$ cat src/rtl/bootseq_pkg.sv
package bootseq_pkg;

  typedef enum logic [6:0] {
    ST_IDLE   = 7'b0000001,
    ST_LATCH  = 7'b0000010,
    ST_PINIT  = 7'b0000100,
    ST_PLL    = 7'b0001000,
    ST_DISP   = 7'b0010000,
    ST_RESUME = 7'b0100000,
    ST_DONE   = 7'b1000000
  } seqState_t;

  typedef struct packed {
    logic bootStart;
    logic latch;
    logic pllStart;
    logic dispatch;
    logic resume;
    logic relMaster;
    logic localClr;
  } seqStrobe_t;

endpackage

$ cat src/rtl/bootseq_ctrl.sv
module bootseq_ctrl
  import bootseq_pkg::*;
(
  input  logic       clk,
  input  logic       rstN,
  input  logic       porReq,
  input  logic       fullReq,
  input  logic       plainReq,
  input  logic       localReq,
  input  logic       hibFlag,
  input  logic       needPll,
  input  logic       pllLock,
  output seqStrobe_t strobe
);

  seqState_t state, nextState;

  always_ff @(posedge clk or negedge rstN) begin
    if (!rstN) state <= ST_IDLE;
    else       state <= nextState;
  end

  always_comb begin
    strobe    = '0;
    nextState = state;
    case (state)
      ST_IDLE:   nextState = ST_IDLE;
      ST_LATCH:  begin strobe.latch = 1'b1; nextState = ST_PINIT; end
      ST_PINIT:  begin
        if (needPll) begin
          strobe.pllStart = 1'b1;
          nextState = ST_PLL;
        end else begin
          nextState = ST_DISP;
        end
      end
      ST_PLL:    if (pllLock) nextState = ST_DISP;
      ST_DISP:   begin strobe.dispatch = 1'b1; nextState = ST_DONE; end
      ST_RESUME: begin strobe.resume = 1'b1; nextState = ST_DONE; end
      ST_DONE:   begin strobe.relMaster = 1'b1; nextState = ST_IDLE; end
      default:   nextState = ST_IDLE;
    endcase

    // strongest request wins: power-on, full, plain, local
    if (porReq || fullReq) begin
      strobe           = '0;
      strobe.bootStart = 1'b1;
      nextState        = ST_LATCH;
    end else if (plainReq) begin
      strobe           = '0;
      strobe.bootStart = 1'b1;
      nextState        = hibFlag ? ST_RESUME : ST_PINIT;
    end else if (localReq) begin
      strobe.localClr  = 1'b1;
    end
  end


  pll_hold_chk: assert property (@(posedge clk) disable iff (!rstN)
    (state == ST_PLL && !pllLock && !porReq && !fullReq && !plainReq) |=> state == ST_PLL);


  local_noboot_chk: assert property (@(posedge clk) disable iff (!rstN)
    (state == ST_IDLE && localReq && !porReq && !fullReq && !plainReq) |=> state == ST_IDLE);

endmodule

$ cat src/rtl/bootseq_dp.sv
module bootseq_dp
  import bootseq_pkg::*;
#(
  parameter int DEV_W = 3,
  parameter int CFG_W = 7,
  parameter int PLL_W = 3,
  parameter int AW = 32,
  parameter int NCORES = 4,
  parameter int MASTER = 0,
  parameter int BYPASS_CODE_A = 5,
  parameter int BYPASS_CODE_B = 6,
  parameter logic [AW-1:0] HANDLER_BASE = 32'h2000_0000,
  parameter int HANDLER_STRIDE = 256,
  localparam int STRAP_W = DEV_W + CFG_W + PLL_W
) (
  input  logic                 clk,
  input  logic                 rstN,
  input  seqStrobe_t           strobe,
  input  logic [STRAP_W-1:0]   strapPins,
  input  logic [AW-1:0]        pwrBranchAddr,
  input  logic [NCORES-1:0]    wakeIrq,
  input  logic [NCORES*AW-1:0] magicAddr,
  output logic                 needPll,
  output logic [STRAP_W-1:0]   devStatus,
  output logic                 pllEnable,
  output logic [PLL_W-1:0]     pllMultSel,
  output logic [DEV_W-1:0]     bootMode,
  output logic [AW-1:0]        branchAddr,
  output logic                 branchValid,
  output logic                 resumeTaken,
  output logic [NCORES-1:0]    coreRun,
  output logic [NCORES*AW-1:0] coreStartAddr
);

  localparam logic [AW-1:0]    STRIDE_V = AW'(HANDLER_STRIDE);
  localparam logic [DEV_W-1:0] CODE_A   = DEV_W'(BYPASS_CODE_A);
  localparam logic [DEV_W-1:0] CODE_B   = DEV_W'(BYPASS_CODE_B);

  logic [DEV_W-1:0] devField;
  logic [PLL_W-1:0] pllField;
  logic [AW-1:0]    handlerAddr;
  logic             bootDone;

  assign devField    = devStatus[DEV_W-1:0];
  assign pllField    = devStatus[STRAP_W-1 -: PLL_W];
  assign needPll     = !(devField == CODE_A || devField == CODE_B);
  assign handlerAddr = HANDLER_BASE + (AW'(devField) * STRIDE_V);

  always_ff @(posedge clk or negedge rstN) begin
    if (!rstN) begin
      devStatus   <= '0;
      pllEnable   <= 1'b0;
      pllMultSel  <= '0;
      bootMode    <= '0;
      branchAddr  <= '0;
      branchValid <= 1'b0;
      resumeTaken <= 1'b0;
      bootDone    <= 1'b0;
    end else begin
      if (strobe.latch) devStatus <= strapPins;
      if (strobe.bootStart) begin
        pllEnable   <= 1'b0;
        pllMultSel  <= '0;
        branchValid <= 1'b0;
        resumeTaken <= 1'b0;
        bootDone    <= 1'b0;
      end
      if (strobe.pllStart) begin
        pllEnable  <= 1'b1;
        pllMultSel <= pllField;
      end
      if (strobe.dispatch) begin
        bootMode    <= devField;
        branchAddr  <= handlerAddr;
        branchValid <= 1'b1;
      end
      if (strobe.resume) begin
        branchAddr  <= pwrBranchAddr;
        branchValid <= 1'b1;
        resumeTaken <= 1'b1;
      end
      if (strobe.relMaster) bootDone <= 1'b1;
    end
  end

  logic          runQ   [NCORES];
  logic [AW-1:0] startQ [NCORES];

  for (genvar i = 0; i < NCORES; i++) begin : g_core
    if (i == MASTER) begin : g_master
      always_ff @(posedge clk or negedge rstN) begin
        if (!rstN) begin
          runQ[i]   <= 1'b0;
          startQ[i] <= '0;
        end else if (strobe.bootStart || strobe.localClr) begin
          runQ[i] <= 1'b0;
        end else if (strobe.relMaster) begin
          runQ[i]   <= 1'b1;
          startQ[i] <= branchAddr;
        end else if (bootDone && wakeIrq[i] && !runQ[i]) begin
          runQ[i]   <= 1'b1;
          startQ[i] <= magicAddr[i*AW +: AW];
        end
      end
    end else begin : g_slave
      always_ff @(posedge clk or negedge rstN) begin
        if (!rstN) begin
          runQ[i]   <= 1'b0;
          startQ[i] <= '0;
        end else if (strobe.bootStart || strobe.localClr) begin
          runQ[i] <= 1'b0;
        end else if (bootDone && wakeIrq[i] && !runQ[i]) begin
          runQ[i]   <= 1'b1;
          startQ[i] <= magicAddr[i*AW +: AW];
        end
      end


      wake_src_chk: assert property (@(posedge clk) disable iff (!rstN)
        $rose(runQ[i]) |-> $past(wakeIrq[i]));
    end
    assign coreRun[i] = runQ[i];
    assign coreStartAddr[i*AW +: AW] = startQ[i];
  end


  pll_bypass_chk: assert property (@(posedge clk) disable iff (!rstN)
    pllEnable |-> needPll);


  resume_addr_chk: assert property (@(posedge clk) disable iff (!rstN)
    $rose(resumeTaken) |-> (branchValid && branchAddr == $past(pwrBranchAddr)));


  status_hold_chk: assert property (@(posedge clk) disable iff (!rstN)
    !$stable(devStatus) |-> $past(strobe.latch));

endmodule

$ cat src/rtl/boot_reset_sequencer.sv
module boot_reset_sequencer
  import bootseq_pkg::*;
#(
  parameter int DEV_W = 3,
  parameter int CFG_W = 7,
  parameter int PLL_W = 3,
  parameter int AW = 32,
  parameter int NCORES = 4,
  parameter int MASTER = 0,
  parameter int BYPASS_CODE_A = 5,
  parameter int BYPASS_CODE_B = 6,
  parameter logic [AW-1:0] HANDLER_BASE = 32'h2000_0000,
  parameter int HANDLER_STRIDE = 256,
  localparam int STRAP_W = DEV_W + CFG_W + PLL_W
) (
  input  logic                 clk,
  input  logic                 rstN,
  input  logic                 porReq,
  input  logic                 fullReq,
  input  logic                 plainReq,
  input  logic                 localReq,
  input  logic [STRAP_W-1:0]   strapPins,
  input  logic                 pwrHibFlag,
  input  logic [AW-1:0]        pwrBranchAddr,
  input  logic                 pllLock,
  input  logic [NCORES-1:0]    wakeIrq,
  input  logic [NCORES*AW-1:0] magicAddr,
  output logic [STRAP_W-1:0]   devStatus,
  output logic                 pllEnable,
  output logic [PLL_W-1:0]     pllMultSel,
  output logic [DEV_W-1:0]     bootMode,
  output logic [AW-1:0]        branchAddr,
  output logic                 branchValid,
  output logic                 resumeTaken,
  output logic [NCORES-1:0]    coreRun,
  output logic [NCORES*AW-1:0] coreStartAddr
);

  seqStrobe_t strobe;
  logic       needPll;

  bootseq_ctrl u_ctrl (
    .clk      (clk),
    .rstN     (rstN),
    .porReq   (porReq),
    .fullReq  (fullReq),
    .plainReq (plainReq),
    .localReq (localReq),
    .hibFlag  (pwrHibFlag),
    .needPll  (needPll),
    .pllLock  (pllLock),
    .strobe   (strobe)
  );

  bootseq_dp #(
    .DEV_W(DEV_W), .CFG_W(CFG_W), .PLL_W(PLL_W), .AW(AW), .NCORES(NCORES),
    .MASTER(MASTER), .BYPASS_CODE_A(BYPASS_CODE_A), .BYPASS_CODE_B(BYPASS_CODE_B),
    .HANDLER_BASE(HANDLER_BASE), .HANDLER_STRIDE(HANDLER_STRIDE)
  ) u_dp (
    .clk           (clk),
    .rstN          (rstN),
    .strobe        (strobe),
    .strapPins     (strapPins),
    .pwrBranchAddr (pwrBranchAddr),
    .wakeIrq       (wakeIrq),
    .magicAddr     (magicAddr),
    .needPll       (needPll),
    .devStatus     (devStatus),
    .pllEnable     (pllEnable),
    .pllMultSel    (pllMultSel),
    .bootMode      (bootMode),
    .branchAddr    (branchAddr),
    .branchValid   (branchValid),
    .resumeTaken   (resumeTaken),
    .coreRun       (coreRun),
    .coreStartAddr (coreStartAddr)
  );

endmodule

$ cat config.mk
export PLATFORM = sky130hd
export DESIGN_NAME = boot_reset_sequencer
export DESIGN_NICKNAME = d
export VERILOG_FILES = /design/src/rtl/bootseq_pkg.sv /design/src/rtl/bootseq_ctrl.sv /design/src/rtl/bootseq_dp.sv /design/src/rtl/boot_reset_sequencer.sv
export SDC_FILE = /design/constraint.sdc
export NUM_CORES = 1
export LEC_CHECK = 0
export BUFFER_PORTS_ARGS = -buffer_cell sky130_fd_sc_hd__clkbuf_2
export CAP_MARGIN = 15
export CORE_AREA = 2 2 145 147
export DETAILED_ROUTE_END_ITERATION = 8
export DIE_AREA = 0 0 147 149
export PLACE_DENSITY = 0.65
export SYNTH_ARGS = -nofsm -noshare
export SYNTH_HDL_FRONTEND = slang
export SYNTH_SLANG_ARGS = --single-unit
$ cat constraint.sdc
create_clock -name clk -period 5.5 [get_ports clk]
set_clock_uncertainty 0.15 [all_clocks]
set_input_delay 1.65 -clock clk [delete_from_list [all_inputs] [get_ports clk]]
set_output_delay 1.65 -clock clk [all_outputs]
set_load 0.01 [all_outputs]
==> metrics.md, run 1 <==
| Metric | Value |
|---|---|
| Fin crit period | `3658 ps` |
| Crit-path slowest cell | `nand3_1` |
| Min-delay worst type | `flip-flop to flip-flop` |
| Seq/Total Area, Yosys | `62.03%` |
| Synth unique cells | `37` |
| Initial antenna violation count | `0` |
| Outcome | `finished clean` |
| Drt wl/cell | `17.20 um` |
| Inst Count DP | `1167` |
| Post-synthesis sequential element count | `194` |
| Nature of the critical path startpoint | `input port` |
| CP peak stage delay | `790 ps` |
| CP arrival | `3820 ps` |
| Most frequent cells in the layout | `clkbuf_2, dfrtp_1, mux2_2` |
| Req. time, crit path | `5660 ps` |
| Most common cell after layout, fill and taps aside | `clkbuf_2` |
| Final Max Tran Viols | `0` |
| Final nets | `1096` |
| Layout cells sized above 1 | `56.88%` |
| 1st-pass router iterations | `4` |
| Via Count | `5862` |
| Setup TNS | `0 ps` |
| CTS tree | `yes` |
| RSZ-0062 raised after global routing | `false` |
| Fmax | `0.2733 GHz` |
| P_sw | `709.5 uW` |
| Fin cells | `1198` |
| Htree depth | `4` |
| ANT cells | `0` |
| Global-route wire length before repair | `31400 um` |
| Int Power | `2.265 mW` |
| # hold bufs at CTS | `0` |
| Post-Syn Area | `7829 sq um` |
| WP depth | `6` |
| # port buffers | `370` |
| Remaining antenna violation count | `0` |
| Sw frac | `23.85%` |
| Max-slew headroom | `25.73%` |
| Post-Syn Nets | `735` |
| Postcts setup bufs | `0` |
| Site Rows | `53` |
| Syn Inst Count | `550` |
| Dpl hpwl | `14790 um` |
| Total Wirelength | `20600 um` |
| Global route overflow | `0` |
| Placer Congestion | `0.7570` |
| Root Buffer | `clkbuf_16` |
| Hold_ws | `333.2 ps` |
| Clock power frac | `41.6%` |
| Flop pwr share | `50.7%` |
| Core area | `20560 sq um` |
| Peak supply drop | `0.2119 mV` |
| Post-cts sizing count | `0` |
| Cell Pwr Density | `283.7 nW/um^2` |
| Worst Hold Depth | `1` |
| Combinational share of power | `7.7%` |
| Later-pin clock latency in the skew report | `420 ps` |
| Initial Util | `38.08%` |
| Yosys warning count | `0` |
| DR DRC count | `0` |
| Worst setup path class | `input port to flip-flop` |
| Worst setup EP type | `flip-flop` |
| CP Cell Sequence | `clkbuf_2 -> nor3_1 -> buf_4 -> nand3_1 -> or3_1 -> o211a_1` |
| R2R depth | `4` |
| Largest net degree at the start of global routing | `112` |
| Final setup vio count | `0` |
| Clk sink count | `194` |
| Clock-pin slew of the registers on the worst-case setup and hold paths | `70 ps` |
| Max Cap Violations | `0` |
| Iter 0 DRT Violations | `219` |
| Avg Inst Size Synth | `14.23 sq um` |
| GR Util All Layers | `18.24%` |
| Pleak | `5.884 nW` |
| Final Util | `51.01%` |
| CP Buf/Inv Count | `2` |
| Overall die height | `149 um` |
| Vias in the first global route | `5797` |
| Final worst-path cycle share | `66.52%` |
| Least-Margin Pin Slew | `1111 ps` |
| Num CTS Buffers | `17` |
| Critical path fanouts, max | `31` |
| Fin. Hold Viols | `0` |
| Area of the die | `21900 sq um` |
| CTS Buffer Depth | `2` |
| Vias per cell | `4.893` |
| Area Overhead vs Synth | `33.95%` |
| Die Span X | `147 um` |
| Crit path max-delay family | `simple AND/OR/NAND/NOR gates` |
| # IOs | `371` |
cell families (layout without fill, tap and decap cells):
group | Yosys count | in the layout | share of synthesized area (%)
compound gates | 84 | 84 | 9.557
xor+xnor | 2 | 2 | 0.2238
buf+inv | 41 | 414 | 2.877
flops | 194 | 194 | 62.03
mux | 112 | 112 | 16.11
simple gates | 117 | 117 | 9.206
worst register-to-register path: stages, from the launching register on:
cell and delay [ps]:
dfrtp_1 410, nor3_1 660, nand3_1 950, or3_1 690, o211a_1 140
metrics by stage:
step                power (mW)  setup slack, ps  instance area [sq um]
detailed placement       1.769             1410                   9906
global placement         1.767             1439                   9906
global route             3.108             1733                  10490
finish                   2.974             1842                  10490
floorplan                1.610             2112                   7829
CTS                      3.022             1856                  10490
final timing paths:
path | slack (ps) | from | end
hold reg to reg | 330 | u_dp.pllEnable | u_dp.pllEnable
setup reg to reg | 2390 | u_ctrl.state[3] | u_dp.coreStartAddr[23]
setup / recovery | 1840 | plainReq | u_dp.coreStartAddr[23]
hold / removal | 330 | u_dp.pllEnable | u_dp.pllEnable
min in group asynchronous | 1150 | rstN | u_dp.coreStartAddr[68]
max in group asynchronous | 2960 | rstN | u_dp.coreStartAddr[10]
state kept, by name (all words and copies together) (netlist names):
| name | cells |
|---|---|
| u_dp.pllEnable | 1 |
| u_dp.resumeTaken | 1 |
| u_dp.coreStartAddr | 128 |
| u_dp.coreRun | 4 |
| u_dp.bootDone | 1 |
| u_dp.branchAddr | 32 |
| u_ctrl.state | 7 |
| u_dp.pllMultSel | 3 |
| u_dp.devStatus | 13 |
| u_dp.bootMode | 3 |
| u_dp.branchValid | 1 |
routing by layer:
layer  part of all wire (%)  wire, um  track usage (%)  vias to the layer above
met5                      0         0                0                        -
met2                     48      9817            29.41                      237
met4                    3.0       610            6.779                        0
met3                    7.2      1491            5.749                       37
met1                     42      8682            23.23                     2853
li1                       -         -                -                     2735
synthesized netlist by cell type:
master / instances / area (sq um)
or3_1: 65 / 406.6
a2111oi_4: 1 / 27.53
nand3_1: 5 / 25.02
nand2_1: 14 / 52.55
clkbuf_1: 20 / 75.07
a22o_1: 31 / 271.5
nand4_1: 1 / 6.260
or4b_2: 2 / 20.02
dfrtp_1: 193 / 4830
buf_2: 6 / 30.03
or4_4: 1 / 11.26
a21o_1: 5 / 37.54
nor4_1: 1 / 6.260
o311a_1: 1 / 10.01
and3_1: 3 / 18.77
a22oi_1: 1 / 7.510
nor4b_1: 2 / 17.52
xor2_1: 2 / 17.52
buf_6: 7 / 78.83
inv_1: 5 / 18.77
a21oi_1: 6 / 30.03
nor4b_2: 1 / 15.01
nor3_2: 1 / 10.01
nor2b_1: 2 / 12.51
a41o_1: 1 / 10.01
nor3_1: 3 / 15.01
o211a_1: 32 / 320.3
buf_4: 3 / 22.52
or2_1: 1 / 6.260
mux2_2: 106 / 1194
o21ai_0: 5 / 25.02
nor2_1: 11 / 41.29
mux2_1: 6 / 67.56
nor3_4: 3 / 48.80
dfstp_2: 1 / 26.28
nand3b_1: 1 / 7.510
a21oi_2: 1 / 8.760
power by group through the flow:
stage | registers [mW] | clock network [mW] | logic [mW]
floorplan | 1.55 | 0 | 0.0589
global placement | 1.54 | 0 | 0.230
detailed placement | 1.54 | 0 | 0.232
CTS | 1.51 | 1.28 | 0.234
global route | 1.52 | 1.34 | 0.252
finish | 1.51 | 1.24 | 0.228
area by class of cell:
cell class,instances,area (sq um)
clock buffers,18,429.2
clock inverters,13,151.4
fillers,1806,10070
inverters,5,18.77
multi-input cells,315,2754
flip-flops and latches,194,4856
well taps,275,344.1
repair buffers,378,1933
(Power assumes the default switching activity.)
==> run 2: changes to the inputs <==
ABC_AREA = 1   (was not set)
CORE_AREA = 2 2 143 145   (was 2 2 145 147)
DIE_AREA = 0 0 145 147   (was 0 0 147 149)
PLACE_DENSITY = 0.69   (was 0.65)
clock period = 3.52 ns   (was 5.5 ns; I/O delays follow)
==> metrics.md, run 2 <==
| Metric | Value |
|---|---|
| Outcome | `finished clean` |
| Max Cap Violations | `0 (unchanged)` |
| Post-synth EDFFs | `0 (unchanged)` |
| Remaining antenna violation count | `0 (unchanged)` |
| Crit-path slowest cell | `nand2_1` |
| Worst setup path class | `input port to flip-flop` |
| Nature of the critical path startpoint | `input port` |
| WP depth | `7 (+1)` |
| Clock-pin slew of the registers on the worst-case setup and hold paths | `70 ps (about the same)` |
| Area leader, netlist | `dfrtp_1` |
| CP Cell Sequence | `clkbuf_2 -> nor2_2 -> nand2_4 -> inv_2 -> nand2_1 -> nor2_1 -> a21oi_1` |
| ANT cells | `0 (unchanged)` |
| Global route overflow | `0 (unchanged)` |
| Clk sink count | `194 (unchanged)` |
| # IOs | `371 (unchanged)` |
| Placed cell areas | `10270 sq um (+3.6%)` |
| # hold bufs at CTS | `0 (unchanged)` |
| CTS tree | `yes` |
| Least-Margin Pin Slew | `809.0 ps (-301.9 ps)` |
| GR Util All Layers | `23.74% (+5.5 points)` |
| Post-cts sizing count | `0 (unchanged)` |
| Total Wirelength | `25020 um (+21%)` |
| Most frequent cells in the layout | `nand2_1, clkbuf_2, dfrtp_1` |
| Final Max Tran Viols | `0 (unchanged)` |
| CP arrival | `2540 ps (-1280 ps)` |
| Largest net degree at the start of global routing | `73 (-35%)` |
| Area Overhead vs Synth | `33.53%` |
| Drt wl/cell | `15.68 um (-8.8%)` |
| Max reg flops | `128 (unchanged)` |
| Most common cell after layout, fill and taps aside | `nand2_1` |
| Worst Setup SP | `fullReq` |
| Post-Syn Nets | `1146 (+56%)` |
| Avg Inst Size Synth | `8.488 sq um (-40%)` |
| Inst Count DP | `1564 (+34%)` |
| Final setup vio count | `0 (unchanged)` |
| Fin. Hold Viols | `0 (unchanged)` |
| Core area | `19840 sq um (-3.5%)` |
| Fin cells | `1596 (+33%)` |
| Fmax | `0.4171 GHz` |
| Seq/Total Area, Yosys | `59.53% (-2.5 points)` |
| CP peak stage delay | `450 ps (-340 ps)` |
| Iter 0 DRT Violations | `442 (+100%)` |
| CP Buf/Inv Count | `2 (unchanged)` |
| FF-to-FF setup slack | `1360 ps (-1030 ps)` |
| Yosys warning count | `0 (unchanged)` |
| Placer Congestion | `0.8801 (+16%)` |
| Initial Util | `41.10% (+3.0 points)` |
| Most common cell in the synthesized netlist | `nand2_1` |
| Root Buffer | `clkbuf_16` |
| Most frequent cells after synthesis | `nand2_1, dfrtp_1, nand3_1, o21ai_0, buf_2` |
| Peak supply drop | `0.2948 mV (+39%)` |
| Final Cell Area | `10890 sq um (+3.9%)` |
| Via Count | `7616 (+30%)` |
| RSZ-0062 raised after global routing | `false` |
| Postcts setup bufs | `0 (unchanged)` |
| Area of the die | `21320 sq um (-2.7%)` |
| # fillers | `1882 (+4.2%)` |
| Vias in the first global route | `7460 (+29%)` |
| Setup TNS | `0 ps (unchanged)` |
| CTS Buffer Depth | `2 (unchanged)` |
| 1st-pass router iterations | `5 (+1)` |
| Ys async rst share | `100.0% (unchanged)` |
| Htree depth | `4 (unchanged)` |
| Dpl hpwl | `17980 um (+22%)` |
| Fin crit period | `2397 ps` |
| Largest cells by area after synthesis | `dfrtp_1, nand2_1, nand3_1` |
| Crit path max-delay family | `simple AND/OR/NAND/NOR gates` |
| Reg2reg end | `u_dp.branchAddr[9]` |
| Worst setup EP type | `flip-flop` |
| Global-route wire length before repair | `40180 um (+28%)` |
| Initial antenna violation count | `0 (unchanged)` |
| Syn Inst Count | `961 (+75%)` |
| # port buffers | `370 (unchanged)` |
| Final worst-path cycle share | `68.11%` |
| Later-pin clock latency in the skew report | `430 ps (about the same)` |
| Site Rows | `52 (-1.9%)` |
| Die Span X | `145 um (-1.4%)` |
| Num CTS Buffers | `17 (unchanged)` |
| Post-synthesis sequential element count | `194 (unchanged)` |
| Vias per cell | `4.772 (-2.5%)` |
| Req. time, crit path | `3670 ps (-1990 ps)` |
| Cell Pwr Density | `436.6 nW/um^2 (+54%)` |
| Critical Path End | `u_dp.devStatus[0]` |
| R2R depth | `6 (+2)` |
| DR DRC count | `0 (unchanged)` |
| R2R Path Start | `u_ctrl.state[2]` |
| Yosys top cell area share | `59.21% (-2.5 points)` |
| Top_reg_cell synth | `dfrtp_1` |
| Layout cells sized above 1 | `33.11% (-24 points)` |
| Final nets | `1498 (+37%)` |
| Post-Syn Area | `8157 sq um (+4.2%)` |
| Synth unique cells | `23 (-38%)` |
| Overall die height | `147 um (-1.3%)` |
| Worst hold path startpoint | `u_dp.devStatus[8]` |
| Pleak | `6.653 nW (+13%)` |
| Max-slew headroom | `46.01% (+20 points)` |
| Critical path fanouts, max | `25 (-19%)` |
| Min-delay worst type | `flip-flop to flip-flop` |
[run 2: cell count changes after synthesis, moves of 7 or more]
cell / change
nand2_1: +442
mux2_2: -106
nand3_1: +82
o21ai_0: +70
or3_1: -65
o211a_1: -32
a22o_1: -31
buf_2: +27
o21ai_1: +27
inv_1: +11
nor2_1: +7
[run 2: metal layers]
layer | global-route usage, % | vias to the layer above | part of all wire [%]
li1 | - | 3767 | -
met1 | 32.05 | 3519 | 42
met2 | 38.02 | 287 | 49
met3 | 5.932 | 43 | 6.5
met4 | 7.475 | 0 | 2.5
met5 | 0 | - | 0
[run 2: worst register-to-register path, stage by stage, from the launching register on]
cell and delay [ps]:
dfrtp_1 390, nor2_1 170, nand2_2 140, nor2_2 640, buf_4 360, nand3_1 100, o211ai_1 110
[run 2: where the power goes]
part           total (mW)  switching, mW  internal (mW)
registers            2.32         0.0410           2.28
clock network        2.08          0.927           1.15
logic               0.358          0.208          0.150
[run 2: metrics by stage]
stage / worst slack, ps / utilization, % / total power, mW / hold slack (ps)
2_1_floorplan: 1262 / - / 2.482 / 358.5
3_3_place_gp: 710.3 / 51.74 / 2.725 / 310.6
3_5_place_dp: 636.3 / 51.74 / 2.730 / 315.3
4_1_cts: 1105 / 54.89 / 4.804 / 334.0
5_1_grt: 946.9 / 54.89 / 4.943 / 351.8
6_report: 1123 / 54.89 / 4.755 / 328.1
[run 2: worst min-delay path by stage]
stage / endpoint / depth (start not counted)
3_3_place_gp: u_dp.devStatus[4] / 2
3_5_place_dp: u_dp.devStatus[8] / 2
2_1_floorplan: u_dp.devStatus[3] / 2
5_1_grt: u_dp.devStatus[4] / 2
6_report: u_dp.devStatus[8] / 2
4_1_cts: u_dp.devStatus[8] / 2
[run 2: final cells by class]
class	instances	area (sq um)	area share (%)
Tap cell	270	337.8	3.102
Inverter	18	67.56	0.6203
Clock buffer	18	429.2	3.940
Multi-Input combinational cell	692	2958	27.16
Timing Repair Buffer	390	2048	18.81
Sequential cell	194	4856	44.58
Clock inverter	14	195.2	1.792
[run 2: cells by family (layout without fill, tap and decap cells)]
group,count (synthesis),count (layout),synth area share [%]
AOI/OAI and AO/OA,115,115,7.317
DFF,194,194,59.53
and+or+nand+nor,577,577,28.82
buffers and inverters,75,440,4.326
==> run 3: changes to the inputs <==
CORE_AREA = 2 2 145 147   (was 2 2 143 145)
DIE_AREA = 0 0 147 149   (was 0 0 145 147)
PLACE_DENSITY = 0.7   (was 0.69)
clock period = 2.05 ns   (was 3.52 ns; I/O delays follow)
==> metrics.md, run 3 (synthesis gave the netlist of run 2 again) <==
| Metric | Value |
|---|---|
| Pleak | `6.802 nW (+2.2%)` |
| Clk sink count | `194 (unchanged)` |
| Drt wl/cell | `15.26 um (-2.6%)` |
| Die Span X | `147 um (+1.4%)` |
| Placer Congestion | `0.8481 (-3.6%)` |
| Worst setup EP type | `output pin` |
| Worst hold path startpoint | `magicAddr[100]` |
| CP peak stage delay | `420 ps (-30 ps)` |
| Crit path max-delay family | `flip-flops` |
| Initial antenna violation count | `0 (unchanged)` |
| # IOs | `371 (unchanged)` |
| Final nets | `1521 (+1.5%)` |
| Fmax | `0.5590 GHz` |
| CTS Buffer Depth | `2 (unchanged)` |
| Remaining antenna violation count | `0 (unchanged)` |
| Final Util | `54.39% (-0.49 points)` |
| Hold_ws | `218.3 ps (-109.8 ps)` |
| Final setup vio count | `0 (unchanged)` |
| ANT cells | `0 (unchanged)` |
| # port buffers | `370 (unchanged)` |
| Postcts setup bufs | `0 (unchanged)` |
| Htree depth | `4 (unchanged)` |
| R2R Path Start | `u_ctrl.state[3]` |
| Reg2reg end | `u_dp.coreStartAddr[9]` |
| Worst setup path class | `flip-flop to output pin` |
| Fin crit period | `1789 ps` |
| Nature of the critical path startpoint | `flip-flop` |
| Via Count | `7764 (+1.9%)` |
| Final Max Tran Viols | `0 (unchanged)` |
| Crit-path slowest cell | `dfrtp_1` |
| Num CTS Buffers | `17 (unchanged)` |
| RSZ-0062 raised after global routing | `false` |
| Most common cell after layout, fill and taps aside | `nand2_1` |
| Later-pin clock latency in the skew report | `430 ps (about the same)` |
| Overall die height | `149 um (+1.4%)` |
| Max reg flops | `128 (unchanged)` |
| Final worst-path cycle share | `87.27%` |
| Vias per cell | `4.781 (+0.19%)` |
| CTS tree | `yes` |
| Max Cap Violations | `0 (unchanged)` |
| Iter 0 DRT Violations | `332 (-25%)` |
| GR Util All Layers | `22.28% (-1.5 points)` |
| DR DRC count | `0 (unchanged)` |
| Critical path fanouts, max | `3 (-88%)` |
| Global route overflow | `0 (unchanged)` |
| Core area | `20560 sq um (+3.6%)` |
| CP Cell Sequence | `clkbuf_2` |
| Min-delay worst type | `input port to flip-flop` |
| Most frequent cells in the layout | `nand2_1, clkbuf_2, dfrtp_1` |
| Total Wirelength | `24790 um (-0.94%)` |
| CP arrival | `1020 ps (-1520 ps)` |
| Outcome | `finished clean` |
| Peak supply drop | `0.5178 mV (+76%)` |
| Final Cell Area | `11180 sq um (+2.7%)` |
| Fin. Hold Viols | `0 (unchanged)` |
| Area of the die | `21900 sq um (+2.8%)` |
| Clock-pin slew of the registers on the worst-case setup and hold paths | `90 ps (+20 ps)` |
| Site Rows | `53 (+1.9%)` |
| WP depth | `1 (-6)` |
| # hold bufs at CTS | `1 (+1)` |
| Dpl hpwl | `18200 um (+1.2%)` |
| Area Overhead vs Synth | `37.09%` |
| FF-to-FF setup slack | `380 ps (-980 ps)` |
| 1st-pass router iterations | `7 (+2)` |
| Layout cells sized above 1 | `34.25% (+1.1 points)` |
| R2R depth | `9 (+3)` |
| Post-cts sizing count | `0 (unchanged)` |
| Least-Margin Pin Slew | `417.4 ps (-391.5 ps)` |
| Placed cell areas | `10580 sq um (+3.0%)` |
| Root Buffer | `clkbuf_16` |
| Global-route wire length before repair | `38680 um (-3.7%)` |
| Cell Pwr Density | `711.9 nW/um^2 (+63%)` |
| Initial Util | `39.68% (-1.4 points)` |
| Req. time, crit path | `1280 ps (-2390 ps)` |
| CP Buf/Inv Count | `1 (-1)` |
| Worst Hold Depth | `3 (+1)` |
| Max-slew headroom | `72.17% (+26 points)` |
| Hold EP | `u_dp.coreStartAddr[100]` |
| Largest net degree at the start of global routing | `46 (-37%)` |
| Vias in the first global route | `7340 (-1.6%)` |
[run 3: cell type report]
cell class / instances / area, sq um
fillers: 1988 / 9375
clock buffers: 18 / 439.2
flip-flops and latches: 194 / 4856
inverters: 18 / 67.56
well taps: 275 / 344.1
repair buffers: 413 / 2361
clock inverters: 14 / 156.4
multi-input cells: 692 / 2958
[run 3: worst max-delay path by stage]
| stage | endpoint | start | slack, ps |
|---|---|---|---|
| 2_1_floorplan | u_dp.coreStartAddr[97] | fullReq | 230 |
| 4_1_cts | coreRun[2] | u_dp.coreRun[2] | 250 |
| 3_5_place_dp | u_dp.coreStartAddr[59] | fullReq | -20 |
| 6_report | branchAddr[8] | u_dp.branchAddr[8] | 260 |
| 3_3_place_gp | u_dp.coreStartAddr[34] | fullReq | 50 |
| 5_1_grt | u_dp.coreStartAddr[10] | u_ctrl.state[2] | 220 |
[run 3: per-layer routing]
metal / up-vias / GRT usage (%) / wire [um]
met4: 0 / 8.702 / 818
met5: - / 0 / 0
met3: 52 / 4.771 / 1383
met1: 3640 / 29.76 / 10490
met2: 257 / 35.82 / 12100
li1: 3815 / - / -
[run 3: where the power goes]
| part | internal (mW) | switching [mW] |
|---|---|---|
| Clock | 1.67 | 1.66 |
| Combinational | 0.282 | 0.360 |
| Sequential | 3.91 | 0.0671 |
| Total | 5.87 | 2.09 |
[run 3: stage by stage]
| stage | setup TNS, ps | power [mW] | setup WS (ps) | instances |
|---|---|---|---|---|
| 2_1_floorplan | 0 | 4.261 | 233.1 | 961 |
| 3_3_place_gp | 0 | 4.704 | 49.03 | 1591 |
| 3_5_place_dp | -30.29 | 4.705 | -24.98 | 1591 |
| 4_1_cts | 0 | 8.048 | 249.8 | 1624 |
| 5_1_grt | 0 | 8.299 | 216.3 | 1624 |
| 6_report | 0 | 7.961 | 261.1 | 1624 |
